===== src/rtl/irq_entry_seq.sv =====
module irq_entry_seq #(
  parameter int PC_W = 20,
  parameter int DW = 16,
  parameter int AW = 20,
  parameter int NUM_W = 6,
  parameter int LVL_W = 3,
  parameter int LVL_LSB = 8,
  parameter logic [AW-1:0] VEC_BASE = 20'hFFD00,
  parameter int SW_LO = 32,
  parameter int SW_HI = 63,
  parameter int I_BIT = 6,
  parameter int D_BIT = 2,
  parameter int U_BIT = 7,
  parameter int IPL_LSB = 12
) (
  input  logic          clk,
  input  logic          rst_n,
  input  logic          irq_pend,
  input  logic          irq_sw,
  input  logic          insn_done,
  input  logic          insn_string,
  input  logic [PC_W-1:0] next_pc,
  input  logic [PC_W-1:0] insn_pc,
  input  logic [DW-1:0] flg_in,
  input  logic [AW-1:0] sp_in,
  output logic          busy,
  output logic          abort_insn,
  output logic          mem_req,
  output logic          mem_we,
  output logic [AW-1:0] mem_addr,
  output logic [DW-1:0] mem_wdata,
  input  logic [DW-1:0] mem_rdata,
  input  logic          mem_rdy,
  output logic          flg_we,
  output logic [DW-1:0] flg_wdata,
  output logic          done,
  output logic [PC_W-1:0] handler_pc,
  output logic [AW-1:0] sp_out,
  output logic          resume_mark
);
  localparam int HW = PC_W - DW;
  localparam logic [AW-1:0] WSTEP = AW'(2);

  typedef enum logic [3:0] {
    S_IDLE, S_INFO, S_TMPF, S_CLRF, S_PSHF, S_PSHH, S_PSHL, S_IPL, S_VLO, S_VHI, S_DONE
  } st_t;

  st_t st, nxt;
  logic [DW-1:0]    tmp, flg_cap, flg_clr, flg_ipl;
  logic [NUM_W-1:0] num_r;
  logic [LVL_W-1:0] lvl_r;
  logic [PC_W-1:0]  pc_sv, hpc;
  logic [AW-1:0]    sp_r, vec_addr;
  logic             sw_r, mark_r, keep_u, susp, trigger;

  assign susp     = insn_string && !insn_done;
  assign trigger  = (st == S_IDLE) && irq_pend && (insn_done || insn_string);
  assign abort_insn = (st == S_IDLE) && irq_pend && susp;
  assign busy     = (st != S_IDLE);
  assign done     = (st == S_DONE);
  assign keep_u   = sw_r && int'(num_r) >= SW_LO && int'(num_r) <= SW_HI;
  assign vec_addr = VEC_BASE + {{(AW-NUM_W-2){1'b0}}, num_r, 2'b00};

  always_comb begin
    flg_clr = flg_cap;
    flg_clr[I_BIT] = 1'b0;
    flg_clr[D_BIT] = 1'b0;
    if (!keep_u) flg_clr[U_BIT] = 1'b0;
    flg_ipl = flg_clr;
    flg_ipl[IPL_LSB +: LVL_W] = lvl_r;
  end

  assign flg_we    = (st == S_CLRF) || (st == S_IPL);
  assign flg_wdata = (st == S_IPL) ? flg_ipl : flg_clr;

  always_comb begin
    mem_req   = 1'b0;
    mem_we    = 1'b0;
    mem_addr  = '0;
    mem_wdata = '0;
    case (st)
      S_INFO: mem_req = 1'b1;
      S_PSHF: begin
        mem_req = 1'b1; mem_we = 1'b1; mem_addr = sp_r - WSTEP; mem_wdata = tmp;
      end
      S_PSHH: begin
        mem_req = 1'b1; mem_we = 1'b1; mem_addr = sp_r - WSTEP;
        mem_wdata = {{(DW-HW){1'b0}}, pc_sv[PC_W-1:DW]};
      end
      S_PSHL: begin
        mem_req = 1'b1; mem_we = 1'b1; mem_addr = sp_r - WSTEP; mem_wdata = pc_sv[DW-1:0];
      end
      S_VLO: begin mem_req = 1'b1; mem_addr = vec_addr; end
      S_VHI: begin mem_req = 1'b1; mem_addr = vec_addr + WSTEP; end
      default: ;
    endcase
  end

  always_comb begin
    nxt = st;
    case (st)
      S_IDLE: if (trigger) nxt = S_INFO;
      S_INFO: if (mem_rdy) nxt = S_TMPF;
      S_TMPF: nxt = S_CLRF;
      S_CLRF: nxt = S_PSHF;
      S_PSHF: if (mem_rdy) nxt = S_PSHH;
      S_PSHH: if (mem_rdy) nxt = S_PSHL;
      S_PSHL: if (mem_rdy) nxt = S_IPL;
      S_IPL:  nxt = S_VLO;
      S_VLO:  if (mem_rdy) nxt = S_VHI;
      S_VHI:  if (mem_rdy) nxt = S_DONE;
      default: nxt = S_IDLE;
    endcase
  end

  always_ff @(posedge clk or negedge rst_n) begin
    if (!rst_n) begin
      st <= S_IDLE;
      tmp <= '0; flg_cap <= '0; num_r <= '0; lvl_r <= '0;
      pc_sv <= '0; hpc <= '0; sp_r <= '0; sw_r <= 1'b0; mark_r <= 1'b0;
    end else begin
      st <= nxt;
      if (trigger) begin
        pc_sv   <= susp ? insn_pc : next_pc;
        flg_cap <= flg_in;
        sp_r    <= sp_in;
        sw_r    <= irq_sw;
        mark_r  <= susp;
      end
      if (st == S_INFO && mem_rdy) tmp <= mem_rdata;
      if (st == S_TMPF) begin
        num_r <= tmp[NUM_W-1:0];
        lvl_r <= tmp[LVL_LSB +: LVL_W];
        tmp   <= flg_cap;
      end
      if (mem_req && mem_we && mem_rdy) sp_r <= sp_r - WSTEP;
      if (st == S_VLO && mem_rdy) hpc[DW-1:0] <= mem_rdata;
      if (st == S_VHI && mem_rdy) hpc[PC_W-1:DW] <= mem_rdata[HW-1:0];
    end
  end

  assign handler_pc  = hpc;
  assign sp_out      = sp_r;
  assign resume_mark = mark_r;
endmodule



===== config.mk =====
export PLATFORM = sky130hd
export DESIGN_NAME = irq_entry_seq
export DESIGN_NICKNAME = d
export VERILOG_FILES = /design/src/rtl/irq_entry_seq.sv
export SDC_FILE = /design/constraint.sdc
export NUM_CORES = 1
export LEC_CHECK = 0
export CAP_MARGIN = 15
export CELL_PAD_IN_SITES_DETAIL_PLACEMENT = 0
export CELL_PAD_IN_SITES_GLOBAL_PLACEMENT = 1
export CORE_AREA = 10 10 136 138
export DETAILED_ROUTE_END_ITERATION = 6
export DIE_AREA = 0 0 146 148
export PLACE_DENSITY_LB_ADDON = 0.2
export SYNTH_ARGS = -nofsm -noshare
export SYNTH_HDL_FRONTEND = slang
export SYNTH_SLANG_ARGS = --single-unit

===== constraint.sdc =====
create_clock -name clk -period 5 [get_ports clk]
set_input_delay 1 -clock clk [delete_from_list [all_inputs] [get_ports clk]]
set_output_delay 1 -clock clk [all_outputs]
set_load 0.01 [all_outputs]

==> impl_metrics.py, run 1 <==
metrics = {
    "status": {
        "outcome": "completed",
    },
    "sta": {
        "worst_slew_pin_slew_ns": 1.23,
        "relSlewSlack_pct": 18.2,
        "slew_viol_final": 0,
        "layout_setup_ws_ns": 0.867,
        "finalHoldViolCount": 0,
        "fin_skew_ns": 0.00953,
        "fin_tns_setup_ns": 0,
        "hold_slack_ns": 0.480,
        "fin_crit_ns": 4.13,
        "finalSetupViolations": 0,
        "rsz0062_at_grt": "false",
        "min_period_over_period_pct": 82.7,
        "max_freq_mhz": 242,
    },
    "drt": {
        "viasPerCell": 5.20,
        "antenna_left": 0,
        "post_drt_wl_per_cell_um": 19.9,
        "firstDrtPassIters": 5,
        "vias": 5017,
        "postRouteWirelength_um": 19200,
        "drc": 0,
        "dr.first_iter.drc_count": 333,
    },
    "worst_hold_path": {
        "hold_class": "reg2reg",
    },
    "power_and_ir_drop": {
        "pwr_density_cell_nw_per_um2": 616,
        "p_sw_share_pct": 40.1,
        "power.leakage_nw": 3.32,
        "vdd_drop_max_mv": 0.266,
        "p_sw_mw": 1.97,
        "seq_power_share_pct": 33.7,
        "power.internal_mw": 2.95,
        "power_frac_clock_pct": 15.5,
        "combPwrFrac_pct": 50.7,
    },
    "synthesis": {
        "synthMuxAreaShare_pct": 13.6,
        "syn_area_per_cell_um2": 9.67,
        "synth_area_um2": 5600,
        "async_reset_ff_share_pct": 100,
        "syn_inst": 579,
        "synth_top_area_cell": "dfrtp_1",
        "synthTopCellsByCount": "107 x dfrtp_1, 90 x nand2_1, 42 x nor2_1",
        "ys_ff_latch": 107,
        "synth_xor_area_share_pct": 2.03,
        "yosysTopAreaCellShare_pct": 47.8,
        "synth_top_family_by_area": "simple AND/OR/NAND/NOR gates",
        "synth_edf_count": 0,
        "ys_types": 52,
        "synth_fa_ha_area_share_pct": 0.223,
        "yosysSeqAreaShare_pct": 47.8,
        "yosys_warnings": 0,
        "synth_compound_area_share_pct": 13.6,
        "ys_top_cells_by_area": "dfrtp_1 48%, mux2i_1 7.1%, mux2_2 6.4%",
        "synth.most_common_cell": "dfrtp_1",
        "synth-simple-area-share_pct": 17.7,
        "synthFlopType": "dfrtp_1",
    },
    "finish": {
        "finalNetCount": 844,
        "drive_gt1_share_pct": 9.61,
        "final_core_util_pct": 50.9,
        "n_antenna_cell": 0,
        "area_growth_pct": 42.8,
        "postLayoutCellArea_um2": 8000,
    },
    "floorplanning": {
        "die_h_um": 148,
        "die_w_um": 146,
        "coreArea_um2": 15700,
        "io_pins": 198,
        "die_area_um2": 21600,
        "rows": 46,
        "initial_core_util_pct": 35.7,
    },
    "worst_setup_path": {
        "critPathTopFamily": "simple AND/OR/NAND/NOR gates",
        "crit_chain": "nand2b_1 -> nor2_1 -> a22o_1 -> clkdlybuf4s50_1",
        "cp.required_ns": 4.00,
        "critPathMaxFanout": 19,
        "worst_setup_path_end_kind": "output pin",
        "worstPathArrival_ns": 3.13,
        "criticalPathCategory": "reg2out",
        "worstSetupStartpointType": "register",
        "reg2reg_setup_slack_ns": 2.18,
        "critPathSlowestCell": "nor2_1",
        "worst-path-buf-inv": 1,
        "cpPeakStageDelay_ns": 0.88,
    },
    "global_routing": {
        "grt_overflow": 0,
        "grt_max_degree": 73,
        "grt_pass1_wl_um": 30000,
        "grtUsageTotal_pct": 17.5,
        "antenna_found_initial": 0,
        "grt_pass1_vias": 5150,
    },
    "clock_network": {
        "cts_resized": 0,
        "cts_buffers": 9,
        "worstSkewPairLatency_ns": 0.36,
        "clock_sinks": 107,
        "clockBufferDepth": 2,
        "clk_pin_slew_ns": 0.07,
        "cts_max_level": 3,
        "root_buffer": "clkbuf_16",
        "post_cts_buffers": 0,
        "ctsHoldBuffers": 0,
        "cts_tree": "built",
    },
    "placement": {
        "hpwl_um": 14400,
        "post-place-ws_ns": 1.27,
        "finalWeightedCongestion": 0.778,
        "dpl_cell_area_um2": 7680,
        "io_buffers": 195,
    },
    "run": {
        "maxCapViolations": 0,
    },
}
worst min-delay path, stage by stage, from the launching register on:
cell     delay [ns]
dfrtp_1        0.35
nand2_1        0.04
o21ai_0        0.06
cells by family after synthesis:
kind of cell,Yosys count
AO/OA/AOI/OAI,117
other,1
adder cells (fa/ha/maj),1
multiplexers,72
AND/OR/NAND/NOR,210
XOR/XNOR,13
buffers and inverters,58
flip-flops,107
final timing paths:
check	from	to	cells after the start
min reg2reg	pc_sv[1]	pc_sv[1]	2
min in group asynchronous	rst_n	pc_sv[11]	1
max	st[1]	mem_wdata[9]	4
min	pc_sv[1]	pc_sv[1]	2
max reg2reg	st[1]	sp_out[14]	5
max in group asynchronous	rst_n	st[1]	2
final cells by class:
| type | count | area, um2 |
|---|---|---|
| Fill cell | 1469 | 7710 |
| Timing Repair Buffer | 205 | 2020 |
| Multi-Input combinational cell | 415 | 2690 |
| Clock inverter | 7 | 93.8 |
| Inverter | 6 | 22.5 |
| Sequential cell | 107 | 2680 |
| Clock buffer | 9 | 225 |
| Tap cell | 216 | 270 |
routing by layer:
metal	vias to the layer above	share of wire [%]	wire, um	track usage, %
li1	2383	-	-	-
met1	2439	44	8340	22.0
met2	181	47	8980	27.7
met3	14	8.8	1690	6.72
met4	0	0.83	160	3.90
met5	-	0	0	0
sequential cells by signal (all words and copies together), names as in the netlist:
name         cells
pc_sv           20
flg_cap         16
sw_r             1
handler_pc      20
num_r            6
lvl_r            3
resume_mark      1
tmp             16
st               4
sp_out          20
power groups by stage:
stage / clock [mW] / combinational [mW] / sequential [mW]
after global routing: 0.824 / 2.73 / 1.73
after global placement: 0 / 2.50 / 1.67
after detailed placement: 0 / 2.52 / 1.68
final: 0.766 / 2.50 / 1.66
after CTS: 0.792 / 2.54 / 1.67
after floorplan: 0 / 1.39 / 1.56
placed cells by master, fill, tap and decap left out, types with 7 or more instances in the layout:
cell type,netlist,routed
dfrtp_1,107,107
xor2_1,9,9
o21ai_0,40,40
clkdlybuf4s50_1,0,194
nor2_1,42,41
nor3_1,10,9
mux2i_1,40,40
clkbuf_16,0,9
a21oi_1,22,22
mux2_2,32,32
a21o_1,10,10
buf_4,12,11
nand2_1,90,89
a22o_1,13,13
a221o_1,7,7
a22oi_1,7,7
nand3_1,24,24
metrics by stage:
stage,cells,power (mW)
floorplan,580,2.95
global placement,949,4.16
detailed placement,949,4.20
CTS,965,5.00
global route,965,5.29
finish,965,4.93
(Power assumes the default switching activity.)
==> run 2: changes to the inputs <==
Settings changed: CORE_AREA 10 10 136 138 to 10 10 140 142, DIE_AREA 0 0 146 148 to 0 0 150 152.
Clock period 5 ns to 4.13 ns, I/O delays scaled along.
==> impl_metrics.py, run 2 (synthesis results as in run 1) <==
metrics = {
    "status": {
        "outcome": "completed",
    },
    "sta": {
        "slew_viol_final": 0,
        "fin_tns_setup_ns": 0,
        "worst_slew_pin_slew_ns": 1.15,
        "min_period_over_period_pct": 93.2,
        "finalHoldViolCount": 0,
        "rsz0062_at_grt": "false",
        "finalSetupViolations": 0,
        "relSlewSlack_pct": 23.0,
        "fin_crit_ns": 3.85,
        "max_freq_mhz": 260,
        "layout_setup_ws_ns": 0.280,
        "fin_skew_ns": 0.00618,
    },
    "finish": {
        "regArea_um2": 2680,
        "finalNetCount": 850,
        "final_cell_mix": "194 x clkdlybuf4s50_1, 107 x dfrtp_1, 89 x nand2_1, 41 x nor2_1",
        "postLayoutCellArea_um2": 8020,
        "final_core_util_pct": 47.3,
        "multiInputGateArea_um2": 2680,
        "area_growth_pct": 43.1,
        "fill_cells": 1622,
        "n_antenna_cell": 0,
        "drive_gt1_share_pct": 10.2,
        "final_common_cell": "clkdlybuf4s50_1",
    },
    "drt": {
        "dr.first_iter.drc_count": 228,
        "vias": 5034,
        "drc": 0,
        "met2_wirelength_um": 9400,
        "postRouteWirelength_um": 18900,
        "highest_layer": "met4",
        "routedLengthMet1_um": 7480,
        "post_drt_wl_per_cell_um": 19.3,
        "antenna_left": 0,
        "route.met3.wl_um": 1730,
        "firstDrtPassIters": 5,
        "viasPerCell": 5.14,
    },
    "clock_network": {
        "cts_resized": 0,
        "ctsHoldBuffers": 0,
        "cts_max_level": 3,
        "clockBufferDepth": 2,
        "root_buffer": "clkbuf_16",
        "cts_tree": "built",
        "clock_sinks": 107,
        "cts_buffers": 9,
        "clk_pin_slew_ns": 0.08,
        "worstSkewPairLatency_ns": 0.36,
        "post_cts_buffers": 0,
    },
    "worst_setup_path": {
        "worstSetupStartpointType": "register",
        "cp.required_ns": 3.30,
        "criticalPathCategory": "reg2out",
        "worstPathArrival_ns": 3.02,
        "r2r_cells": 6,
        "critPathMaxFanout": 13,
        "worst_setup_path_end_kind": "output pin",
        "reg2reg_setup_slack_ns": 1.44,
        "r2r-start": "st[0]",
        "worst_r2r_endpoint": "sp_out[16]",
    },
    "global_routing": {
        "grt_pass1_wl_um": 29900,
        "grtUsageTotal_pct": 16.5,
        "grt_overflow": 0,
        "grt_pass1_vias": 5259,
        "antenna_found_initial": 0,
        "grt_max_degree": 49,
    },
    "floorplanning": {
        "die_w_um": 150,
        "io_pins": 198,
        "die_area_um2": 22800,
        "rows": 48,
        "die_h_um": 152,
        "initial_core_util_pct": 33.1,
        "coreArea_um2": 16900,
    },
    "power_and_ir_drop": {
        "seq_power_share_pct": 33.3,
        "power.leakage_nw": 3.34,
        "p_sw_mw": 2.38,
        "power.internal_mw": 3.54,
        "combPwrFrac_pct": 52.4,
        "p_sw_share_pct": 40.2,
        "power_frac_clock_pct": 14.3,
        "vdd_drop_max_mv": 0.338,
        "pwr_density_cell_nw_per_um2": 737,
    },
    "placement": {
        "io_buffers": 195,
        "hpwl_um": 14300,
        "finalWeightedCongestion": 0.842,
        "dpl_cell_area_um2": 7730,
        "post-place-ws_ns": 0.660,
    },
    "run": {
        "maxCapViolations": 0,
    },
    "worst_hold_path": {
        "hold_class": "in2async",
    },
}
run 2: metrics by stage:
stage          hold slack (ns)  power [mW]  cells
6_report                 0.386        5.91    980
5_1_grt                  0.407        6.36    980
4_1_cts                  0.398        5.99    980
3_5_place_dp             0.464        5.11    964
3_3_place_gp             0.463        5.07    964
2_1_floorplan            0.439        3.57    580
run 2: worst max-delay path by stage:
stage          startpoint            to  cells past startpoint
6_report            st[2]  mem_addr[16]                      5
5_1_grt         sp_out[8]  mem_addr[16]                      5
4_1_cts             st[2]  mem_addr[16]                      5
3_5_place_dp        st[2]  mem_addr[19]                      5
3_3_place_gp   sp_out[12]  mem_addr[19]                      5
2_1_floorplan  sp_out[12]  mem_addr[19]                      6
run 2: cell type report:
cell class	count	share of cell area, %
clock inverter	7	0.734
multi-input combinational	415	33.4
tap	225	3.51
timing repair buffer	211	25.8
inverter	6	0.281
clock buffer	9	2.81
sequential	107	33.4
run 2: power groups by stage:
stage                     Clock [mW]  Combinational (mW)  Sequential [mW]
after floorplan                    0                1.68             1.89
after global placement             0                3.10             1.97
after detailed placement           0                3.12             1.99
after CTS                      0.877                3.14             1.97
after global routing           0.913                3.41             2.05
final                          0.846                3.10             1.97
run 2: worst max-delay path: stages (launching register included):
cell and delay [ns]:
dfrtp_1 0.63, nor2b_1 0.41, nand2_1 0.37, or4_1 0.60
nand3_1 0.09, clkdlybuf4s50_1 0.54
run 2: per-layer routing:
layer  up-vias  GRT usage [%]
met4         0           4.26
li1       2388              -
met3        18           5.85
met1      2434           19.3
met5         -              0
met2       194           27.8
==> run 3: changes to the inputs <==
Settings changed: CELL_PAD_IN_SITES_DETAIL_PLACEMENT 0 to default, CELL_PAD_IN_SITES_GLOBAL_PLACEMENT 1 to default, CORE_AREA 10 10 140 142 to 10 10 131 133, DIE_AREA 0 0 150 152 to 0 0 141 143, DONT_BUFFER_PORTS from default to 1.
==> impl_metrics.py, run 3 (synthesis results as in run 1) <==
metrics = {
    "finish": {
        "final_common_cell": "dfrtp_1",
        "stdcell_count": 736,
        "final_cell_mix": "107 x dfrtp_1, 89 x nand2_1, 41 x nor2_1, 40 x o21ai_0, 40 x mux2i_1",
        "area_growth_pct": 6.50,
        "finalNetCount": 648,
        "drive_gt1_share_pct": 12.3,
        "n_antenna_cell": 0,
        "postLayoutCellArea_um2": 5970,
    },
    "drt": {
        "antenna_left": 0,
        "postRouteWirelength_um": 17300,
        "viasPerCell": 5.85,
        "dr.first_iter.drc_count": 217,
        "post_drt_wl_per_cell_um": 23.5,
        "firstDrtPassIters": 5,
        "drc": 0,
        "vias": 4307,
    },
    "sta": {
        "min_period_over_period_pct": 87.3,
        "rsz0062_at_grt": "false",
        "slew_viol_final": 0,
        "fin_skew_ns": 0.00466,
        "max_freq_mhz": 277,
        "fin_crit_ns": 3.61,
        "finalHoldViolCount": 0,
        "worst_slew_pin_slew_ns": 0.927,
        "fin_tns_setup_ns": 0,
        "finalSetupViolations": 0,
        "relSlewSlack_pct": 37.9,
    },
    "run": {
        "maxCapViolations": 0,
    },
    "clock_network": {
        "cts_max_level": 3,
        "ctsHoldBuffers": 0,
        "clk_pin_slew_ns": 0.07,
        "clock_sinks": 107,
        "post_cts_buffers": 0,
        "root_buffer": "clkbuf_16",
        "cts_tree": "built",
        "cts_resized": 0,
        "worstSkewPairLatency_ns": 0.35,
        "clockBufferDepth": 2,
        "cts_buffers": 9,
    },
    "worst_setup_path": {
        "criticalPathCategory": "reg2out",
        "crit_top_cell": "nand3_1",
        "reg2reg_setup_slack_ns": 1.35,
        "crit_end": "mem_addr[16]",
        "cpPeakStageDelay_ns": 0.71,
        "cp.required_ns": 3.30,
        "crit_start": "sp_out[6]",
        "worstPathArrival_ns": 2.78,
        "worst_r2r_endpoint": "flg_cap[5]",
        "critPathSlowestCell": "nor4_1",
        "critPathMaxFanout": 11,
        "worst_setup_path_end_kind": "output pin",
        "r2r-start": "st[1]",
        "worstSetupStartpointType": "register",
        "crit_chain": "nor4_1 -> nand3_1 -> or4_1 -> nand3_1",
        "r2r_cells": 6,
    },
    "floorplanning": {
        "coreArea_um2": 14400,
        "die_h_um": 143,
        "die_w_um": 141,
        "rows": 44,
        "initial_core_util_pct": 38.8,
        "io_pins": 198,
        "die_area_um2": 20200,
    },
    "placement": {
        "io_buffers": 0,
        "finalWeightedCongestion": 0.887,
        "dpl_cell_area_um2": 5680,
        "dpl.cell_count": 721,
        "hpwl_um": 12800,
    },
    "power_and_ir_drop": {
        "vdd_drop_max_mv": 0.404,
        "pwr_density_cell_nw_per_um2": 829,
        "power.leakage_nw": 2.57,
    },
    "global_routing": {
        "grt_pass1_wl_um": 26200,
        "antenna_found_initial": 0,
        "grtUsageTotal_pct": 16.6,
        "grt_overflow": 0,
        "grt_pass1_vias": 4392,
        "grt_max_degree": 108,
    },
    "status": {
        "outcome": "completed",
    },
    "worst_hold_path": {
        "hold_class": "in2async",
    },
}
==> run 3: per-stage QoR <==
step                      hold WS [ns]  util, %  power, mW  worst slack, ns
after CTS                        0.150     41.4       4.99            0.483
after detailed placement         0.469     39.4       4.13            0.872
after global routing             0.136     41.4       5.32            0.272
after floorplan                  0.439        -       3.57             1.18
final                            0.164     41.4       4.94            0.524
after global placement           0.455     39.4       4.06             1.04
==> run 3: final cells by class <==
cell class,count,area (um2)
clock buffer,10,229
inverter,6,22.5
multi-input combinational,415,2690
fill,1427,8460
tap,184,230
timing repair buffer,9,67.6
clock inverter,5,53.8
sequential,107,2680
==> run 3: how the worst min path moves through the flow <==
stage | startpoint | end | slack (ns) | depth (start not counted)
2_1_floorplan | sw_r | sw_r | 0.44 | 2
3_3_place_gp | sw_r | sw_r | 0.45 | 2
3_5_place_dp | sw_r | sw_r | 0.47 | 2
4_1_cts | rst_n | sp_out[15] | 0.15 | 0
5_1_grt | rst_n | handler_pc[1] | 0.14 | 0
6_report | rst_n | sp_out[15] | 0.16 | 0
==> run 3: worst max-delay path: cells and delay by family (launching register included) <==
kind	cells	cell delay [ns]
flip-flops	1	0.50
AND/OR/NAND/NOR	4	1.93
==> run 3: where the power goes <==
part           internal, mW  switching [mW]
Clock                 0.467           0.393
Sequential             1.53           0.647
Combinational         0.756            1.15
Total                  2.75            2.19
==> run 3: routing by layer <==
layer / wire length [um] / track usage [%] / vias to the layer above
met5: 0 / 0 / -
met4: 214 / 3.80 / 0
met3: 1820 / 7.36 / 20
met2: 8400 / 27.4 / 195
met1: 6830 / 19.4 / 2108
li1: - / - / 1984
